[src/rtl/lcd_scan_pkg.sv]
package lcd_scan_pkg;

  localparam int unsigned SLOT_CLKS = 4;
  localparam int unsigned EN_GROUP  = 16;

  typedef enum logic [1:0] {
    PH_REQ   = 2'd0,
    PH_DATA  = 2'd1,
    PH_SCK_A = 2'd2,
    PH_SCK_B = 2'd3
  } phase_e;

  typedef struct packed {
    logic req;
    logic sclk;
    logic eclk;
    logic latch;
  } col_ctl_t;

endpackage

[src/rtl/lcd_line_timer.sv]
module lcd_line_timer
  import lcd_scan_pkg::*;
#(
  parameter int CHAR_W = 8,
  parameter int DATA_W = 4
) (
  input  logic              clk,
  input  logic              rst_n,
  input  logic              go,
  input  logic              adv,
  input  logic [CHAR_W-1:0] cfg_chars,
  input  logic [CHAR_W-1:0] cfg_total,
  input  logic [DATA_W-1:0] pix_in,
  output logic              line_wrap,
  output col_ctl_t          ctl,
  output logic [DATA_W-1:0] col_data
);

  localparam int SLOT_W = CHAR_W + 1;
  localparam int GRP_W  = $clog2(EN_GROUP);

  phase_e            ph_q, ph_n;
  logic [SLOT_W-1:0] slot_q, slot_n;
  logic [SLOT_W-1:0] slot_last, act_end;
  logic              act_n;
  col_ctl_t          ctl_q, ctl_n;
  logic [DATA_W-1:0] data_q, data_n;

  always_comb begin
    slot_last = {cfg_total, 1'b0} - SLOT_W'(1);
    act_end   = {cfg_chars, 1'b0};
    line_wrap = adv && (ph_q == PH_SCK_B) && (slot_q == slot_last);
  end

  // position next state
  always_comb begin
    ph_n   = PH_REQ;
    slot_n = '0;
    if (adv) begin
      if (ph_q == PH_SCK_B) begin
        ph_n   = PH_REQ;
        slot_n = (slot_q == slot_last) ? '0 : slot_q + SLOT_W'(1);
      end else begin
        ph_n   = phase_e'(ph_q + 2'd1);
        slot_n = slot_q;
      end
    end
  end

  // outputs decoded from the next position
  always_comb begin
    act_n      = slot_n < act_end;
    ctl_n.req  = go && act_n && (ph_n == PH_REQ);
    ctl_n.sclk = go && act_n && ((ph_n == PH_SCK_A) || (ph_n == PH_SCK_B));
    ctl_n.eclk = ctl_n.sclk && (slot_n[GRP_W-1:0] == GRP_W'(EN_GROUP - 1));
    ctl_n.latch = go && (slot_n == act_end);
  end

  always_comb begin
    data_n = data_q;
    if (!go) begin
      data_n = '0;
    end else if (ctl_q.req) begin
      data_n = pix_in;
    end
  end

  always_ff @(posedge clk or negedge rst_n) begin
    if (!rst_n) begin
      ph_q   <= PH_REQ;
      slot_q <= '0;
      ctl_q  <= '0;
      data_q <= '0;
    end else begin
      ph_q   <= ph_n;
      slot_q <= slot_n;
      ctl_q  <= ctl_n;
      data_q <= data_n;
    end
  end

  assign ctl      = ctl_q;
  assign col_data = data_q;

  assert_sclk_high_two_R2: assert property (@(posedge clk) disable iff (!rst_n)
    ($rose(ctl_q.sclk) && go) |=> ctl_q.sclk);

  assert_sclk_high_max_R2: assert property (@(posedge clk) disable iff (!rst_n)
    (ctl_q.sclk && $past(ctl_q.sclk)) |=> !ctl_q.sclk);

  assert_data_stable_R3: assert property (@(posedge clk) disable iff (!rst_n)
    ctl_q.sclk |-> $stable(data_q));

  assert_latch_quiet_R4: assert property (@(posedge clk) disable iff (!rst_n)
    ctl_q.latch |-> !ctl_q.sclk);

endmodule

[src/rtl/lcd_frame_timer.sv]
module lcd_frame_timer #(
  parameter int LINE_W = 9
) (
  input  logic              clk,
  input  logic              rst_n,
  input  logic              go,
  input  logic              adv,
  input  logic              line_wrap,
  input  logic [LINE_W-1:0] cfg_lines,
  input  logic              cfg_ac_sel,
  output logic              frame_tick,
  output logic              scan_start,
  output logic              ac_drive
);

  localparam int FRM_W = 2;

  logic [LINE_W-1:0] line_q, line_n, line_last;
  logic [FRM_W-1:0]  frm_q, frm_n;
  logic              scan_q, scan_n;
  logic              ac_q, ac_n;

  always_comb begin
    line_last  = cfg_lines - LINE_W'(1);
    frame_tick = line_wrap && (line_q == line_last);
  end

  always_comb begin
    line_n = line_q;
    frm_n  = frm_q;
    if (!adv) begin
      line_n = '0;
      frm_n  = '0;
    end else if (line_wrap) begin
      line_n = frame_tick ? '0 : line_q + LINE_W'(1);
      if (frame_tick) begin
        frm_n = frm_q + FRM_W'(1);
      end
    end
    scan_n = go && (line_n == line_last);
    ac_n   = go && frm_n[cfg_ac_sel];
  end

  always_ff @(posedge clk or negedge rst_n) begin
    if (!rst_n) begin
      line_q <= '0;
      frm_q  <= '0;
      scan_q <= 1'b0;
      ac_q   <= 1'b0;
    end else begin
      line_q <= line_n;
      frm_q  <= frm_n;
      scan_q <= scan_n;
      ac_q   <= ac_n;
    end
  end

  assign scan_start = scan_q;
  assign ac_drive   = ac_q;

  assert_ac_on_frame_R9: assert property (@(posedge clk) disable iff (!rst_n)
    (ac_q != $past(ac_q)) |-> (line_q == '0));

endmodule

[src/rtl/lcd_sleep_ctrl.sv]
module lcd_sleep_ctrl (
  input  logic clk,
  input  logic rst_n,
  input  logic go,
  input  logic adv,
  input  logic frame_tick,
  input  logic sleep_req,
  output logic drive_en
);

  logic de_q, de_n;
  logic armed_q, armed_n;

  always_comb begin
    de_n    = de_q;
    armed_n = armed_q;
    if (!go) begin
      de_n    = 1'b0;
      armed_n = 1'b0;
    end else if (!adv) begin
      de_n    = 1'b1;
      armed_n = 1'b0;
    end else if (frame_tick) begin
      if (sleep_req) begin
        if (armed_q) begin
          de_n = 1'b0;
        end
        armed_n = 1'b1;
      end else begin
        armed_n = 1'b0;
        de_n    = 1'b1;
      end
    end
  end

  always_ff @(posedge clk or negedge rst_n) begin
    if (!rst_n) begin
      de_q    <= 1'b0;
      armed_q <= 1'b0;
    end else begin
      de_q    <= de_n;
      armed_q <= armed_n;
    end
  end

  assign drive_en = de_q;

  assert_sleep_two_frames_R10: assert property (@(posedge clk) disable iff (!rst_n)
    ($fell(de_q) && $past(go)) |-> $past(armed_q));

  assert_de_frame_aligned_R10: assert property (@(posedge clk) disable iff (!rst_n)
    ((de_q != $past(de_q)) && $past(adv)) |-> $past(frame_tick));

endmodule

[src/rtl/lcd_scan_timer.sv]
module lcd_scan_timer
  import lcd_scan_pkg::*;
#(
  parameter int CHAR_W = 8,
  parameter int LINE_W = 9,
  parameter int DATA_W = 4
) (
  input  logic              clk,
  input  logic              rst_n,
  input  logic              disp_on,
  input  logic [CHAR_W-1:0] cfg_chars,
  input  logic [CHAR_W-1:0] cfg_total,
  input  logic [LINE_W-1:0] cfg_lines,
  input  logic              cfg_ac_sel,
  input  logic              sleep_req,
  input  logic [DATA_W-1:0] pix_in,
  output logic              pix_req,
  output logic [DATA_W-1:0] col_data,
  output logic              col_sclk,
  output logic              col_eclk,
  output logic              line_latch,
  output logic              scan_start,
  output logic              ac_drive,
  output logic              drive_en
);

  logic     rst_meta, rst_sync;
  logic     active_q;
  logic     go, adv;
  logic     line_wrap, frame_tick;
  col_ctl_t ctl;

  always_ff @(posedge clk or negedge rst_n) begin
    if (!rst_n) begin
      rst_meta <= 1'b0;
      rst_sync <= 1'b0;
    end else begin
      rst_meta <= 1'b1;
      rst_sync <= rst_meta;
    end
  end

  always_ff @(posedge clk or negedge rst_sync) begin
    if (!rst_sync) begin
      active_q <= 1'b0;
    end else begin
      active_q <= disp_on;
    end
  end

  assign go  = disp_on;
  assign adv = disp_on && active_q;

  lcd_line_timer #(
    .CHAR_W (CHAR_W),
    .DATA_W (DATA_W)
  ) u_line (
    .clk       (clk),
    .rst_n     (rst_sync),
    .go        (go),
    .adv       (adv),
    .cfg_chars (cfg_chars),
    .cfg_total (cfg_total),
    .pix_in    (pix_in),
    .line_wrap (line_wrap),
    .ctl       (ctl),
    .col_data  (col_data)
  );

  lcd_frame_timer #(
    .LINE_W (LINE_W)
  ) u_frame (
    .clk        (clk),
    .rst_n      (rst_sync),
    .go         (go),
    .adv        (adv),
    .line_wrap  (line_wrap),
    .cfg_lines  (cfg_lines),
    .cfg_ac_sel (cfg_ac_sel),
    .frame_tick (frame_tick),
    .scan_start (scan_start),
    .ac_drive   (ac_drive)
  );

  lcd_sleep_ctrl u_sleep (
    .clk        (clk),
    .rst_n      (rst_sync),
    .go         (go),
    .adv        (adv),
    .frame_tick (frame_tick),
    .sleep_req  (sleep_req),
    .drive_en   (drive_en)
  );

  assign pix_req    = ctl.req;
  assign col_sclk   = ctl.sclk;
  assign col_eclk   = ctl.eclk;
  assign line_latch = ctl.latch;

  assert_idle_quiet_R1: assert property (@(posedge clk) disable iff (!rst_sync)
    !$past(disp_on) |-> !(pix_req || col_sclk || col_eclk || line_latch ||
                          scan_start || ac_drive || drive_en || (col_data != '0)));

endmodule

[config.mk]
export PLATFORM = sky130hd
export DESIGN_NAME = lcd_scan_timer
export DESIGN_NICKNAME = d
export VERILOG_FILES = /design/src/rtl/lcd_scan_pkg.sv /design/src/rtl/lcd_line_timer.sv /design/src/rtl/lcd_frame_timer.sv /design/src/rtl/lcd_sleep_ctrl.sv /design/src/rtl/lcd_scan_timer.sv
export SDC_FILE = /design/constraint.sdc
export NUM_CORES = 1
export LEC_CHECK = 0
export BUFFER_PORTS_ARGS = -buffer_cell sky130_fd_sc_hd__buf_2
export CORE_AREA = 5 5 99 101
export CTS_CLUSTER_DIAMETER = 100
export CTS_CLUSTER_SIZE = 30
export DETAILED_ROUTE_END_ITERATION = 8
export DIE_AREA = 0 0 104 106
export GPL_TIMING_DRIVEN = 0
export PLACE_DENSITY_LB_ADDON = 0.3
export SETUP_SLACK_MARGIN = 0.3
export SLEW_MARGIN = 20
export SYNTH_ARGS = -nofsm -noshare
export SYNTH_HDL_FRONTEND = slang
export SYNTH_SLANG_ARGS = --single-unit
[constraint.sdc]
create_clock -name clk -period 1.2 [get_ports clk]
set_input_delay 0.06 -clock clk [delete_from_list [all_inputs] [get_ports clk]]
set_output_delay 0.06 -clock clk [all_outputs]
set_load 0.005 [all_outputs]
==> flow_summary.toml <==
[setup_path]
rrSetupSlack_ns = -2.14
end_kind = "flop"
timing.rr.end = "u_line.ctl[3]"
rr_worst_depth = 16
worstSetupStartpointType = "input port"
crit_end = "u_line.ctl[3]"
worstSetupPathType = "in -> reg"
timing.rr.start = "u_line.slot_q[3]"
cp_max_fo = 3
cp_data_required_time_ns = 1.43
critPathArrivalTime_ns = 3.59
setup.worst_path.start = "cfg_total[1]"

[power_and_ir_drop]
p_leak_nw = 2.00
ir_drop_v = 0.000525
p_int_mw = 2.20
p_seq_share_pct = 42.6
p_switching_mw = 0.855
powerDensity_nw_per_um2 = 658
swShare_pct = 28.0
combPwrFrac_pct = 20.4
clockPowerShare_pct = 36.9

[detailed_routing]
routed_wirelength_mm = 9.39
first_pass_iters = 5
vias = 3148
drt_iter0_drc = 128
avgRoutedWirePerCell_um = 16.3
ant_nets = 0
via_per_inst = 5.47
drcViolationCount = 0

[timing]
fin_crit_sh_pct = 281
min_period_ns = 3.37
fin_tns_setup_ns = -32.73
setup_viol = 28
maxSlewViolCount = 0
rsz0062_at_grt = "true"
layout_setup_ws_ns = -2.17
maxSlewHeadroom_pct = 67.1
worst_pin_slew_ns = 0.490
finalClockSkew_ns = 0.00644
fmax_mhz = 297
hold_violations = 0

[clocking]
htreeDepth = 2
cts_tree = "yes"
clock-sinks = 37
clk_pin_slew_ns = 0.08
clkLatencyLatePin_ns = 0.30
cts_buffers = 5
clock-root-buffer = "clkbuf_8"
ctsLongestPathBuffers = 2

[outcome]
violations = "setup timing"
status = "finished with violations"

[floorplanning]
die_height_um = 106
ios = 45
die_w_um = 104
coreArea_um2 = 8930
initial_core_util_pct = 33.2
row_count = 35
die_area_um2 = 11000

[yosys]
synth_edf_count = 0
synth_nets = 394
ys.warnings.count = 0
syn_inst = 347
ys.flop_type = "dfrtp_1"
synth-seq-cells = 37
ys_async_sr_fraction_pct = 100
synthDistinctLibCells = 67
seq_area_frac_synth_pct = 31.2
syn_area_um2 = 2970
synth.avg_cell_area_um2 = 8.55

[min_path]
hp-class = "in -> reg"

[grt]
gr-total-overflow = 0
grt_usage_pct = 15.4
grt_pass1_wl_mm = 14.4
grt_start_max_net_pins = 36
grt_pass1_vias = 3088
antenna_found_initial = 0

[flow_run]
cap_violations = 0

[layout]
n_antenna_cell = 0
synthToLayoutAreaGrowth_pct = 56.5
drive_gt1_share_pct = 44.2
final_core_util_pct = 52.0
fin_nets = 510

[placed_design]
dp_hpwl_mm = 5.96
place_congestion = 0.857
numPortBuffers = 40
-- placed cells by master (no fill, tap or decap), types with 3 or more instances in the layout --
cell,Yosys,layout
nand4_1,7,7
ha_1,13,6
clkbuf_8,0,9
o211ai_1,5,5
nor3b_1,3,3
xnor2_1,9,9
a21oi_4,0,3
buf_6,1,25
dfrtp_1,37,35
o21ai_0,10,6
nand3_2,1,4
nor2b_1,7,6
inv_1,22,18
ha_4,0,5
nand2_2,1,5
a21oi_1,13,9
mux2i_1,5,5
xor2_1,23,23
nand3_1,17,12
buf_8,0,5
nor2_4,0,9
nand3b_1,3,3
nor4_1,5,3
nand2b_1,4,4
buf_4,1,44
o21a_1,6,6
buf_2,3,38
nand2_1,26,20
or3_1,5,5
and3_1,9,8
nor2_1,28,19
nor3_1,15,11
-- logic make-up (layout without fill, tap and decap cells) --
logic type	Yosys count	in the layout	synth area share (%)
other	1	1	0.126
adder cells (fa/ha/maj)	13	13	5.48
multiplexers	6	6	2.07
flip-flops	37	37	31.2
XOR/XNOR	34	34	11.0
buffers and inverters	36	153	5.06
AO/OA/AOI/OAI	70	70	17.1
AND/OR/NAND/NOR	150	150	28.0
-- cell usage after synthesis, types with 6 or more instances --
cell | count | share of area [%]
nor2b_1 | 7 | 1.5
xnor2_1 | 9 | 2.7
xor2_1 | 23 | 6.8
and3_1 | 9 | 1.9
nor3_1 | 15 | 2.5
o21a_1 | 6 | 1.5
inv_1 | 22 | 2.8
nor2_1 | 28 | 3.5
clkbuf_1 | 9 | 1.1
dfrtp_1 | 37 | 31
o21ai_0 | 10 | 1.7
nand4_1 | 7 | 1.5
nand2_1 | 26 | 3.3
a21oi_1 | 13 | 2.2
ha_1 | 13 | 5.5
nand3_1 | 17 | 2.9
-- power groups by stage --
stage	Clock, mW	Sequential, mW	Combinational (mW)
final	1.13	1.30	0.625
after global routing	1.22	1.31	0.671
after floorplan	0	1.32	0.290
after CTS	1.16	1.31	0.536
after detailed placement	0	1.33	0.453
after global placement	0	1.33	0.447
-- area by class of cell --
type,count,area [um^2]
Inverter,22,108
Clock buffer,5,68.8
Clock inverter,3,43.8
Sequential cell,37,931
Timing Repair Buffer,109,853
Buffer,14,153
Tap cell,111,139
Multi-Input combinational cell,274,2350
Fill cell,850,4290
-- sequential cells by signal (all words and copies together), names as in the netlist --
signal	cells
u_sleep.armed_q	1
rst_meta	1
u_line.slot_q	9
u_frame.line_q	9
u_line.col_data	4
u_line.ctl	4
u_sleep.drive_en	1
rst_sync	1
u_frame.frm_q	2
u_line.ph_q	2
u_frame.scan_start	1
u_frame.ac_drive	1
active_q	1
-- metal layers --
metal / up-vias / wire length (um) / GRT usage, %
li1: 1496 / - / -
met1: 1523 / 3830 / 18.6
met2: 108 / 4870 / 28.0
met3: 21 / 492 / 3.04
met4: 0 / 199 / 4.07
met5: - / 0 / 0
-- worst min path at each step --
stage                     startpoint                to  depth (start not counted)
after floorplan                rst_n          rst_meta                          0
after global placement         rst_n          rst_meta                          1
after detailed placement       rst_n          rst_meta                          1
after CTS                 cfg_ac_sel  u_frame.ac_drive                          2
after global routing      cfg_ac_sel  u_frame.ac_drive                          2
final                     cfg_ac_sel  u_frame.ac_drive                          2
-- stage by stage --
stage	instance area, um^2	setup WS, ns	hold WS (ns)	instances	power (mW)
floorplan	3170	-2.16	-0.236	347	1.61
global placement	3510	-2.74	-0.155	498	1.78
detailed placement	3510	-2.71	-0.152	498	1.78
CTS	4220	-2.16	0.00866	549	3.00
global route	4640	-2.27	0.00806	575	3.20
finish	4640	-2.17	0.0170	575	3.06
-- critical path, cell delays in order --
cell,delay (ns)
buf_12,0.11
inv_12,0.04
ha_4,0.11
or3b_4,0.37
or4_4,0.55
buf_4,0.15
nand3_2,0.07
and3_4,0.22
o21ai_4,0.09
nor2_4,0.12
ha_4,0.21
nor2b_4,0.12
o21a_1,0.16
o21a_1,0.17
o21a_1,0.18
o21a_1,0.17
o21a_1,0.17
o21ai_1,0.11
nand3b_1,0.13
buf_6,0.15
nor3_4,0.14
-- timing repair --
action	4_1_cts	5_1_grt
pin swaps	21	28
gates cloned	0	0
hold buffers	2	0
gates resized for setup	62	55
hold endpoints to repair	3	0
setup endpoints to repair	69	40
setup buffers	41	26
(Power assumes the default switching activity.)
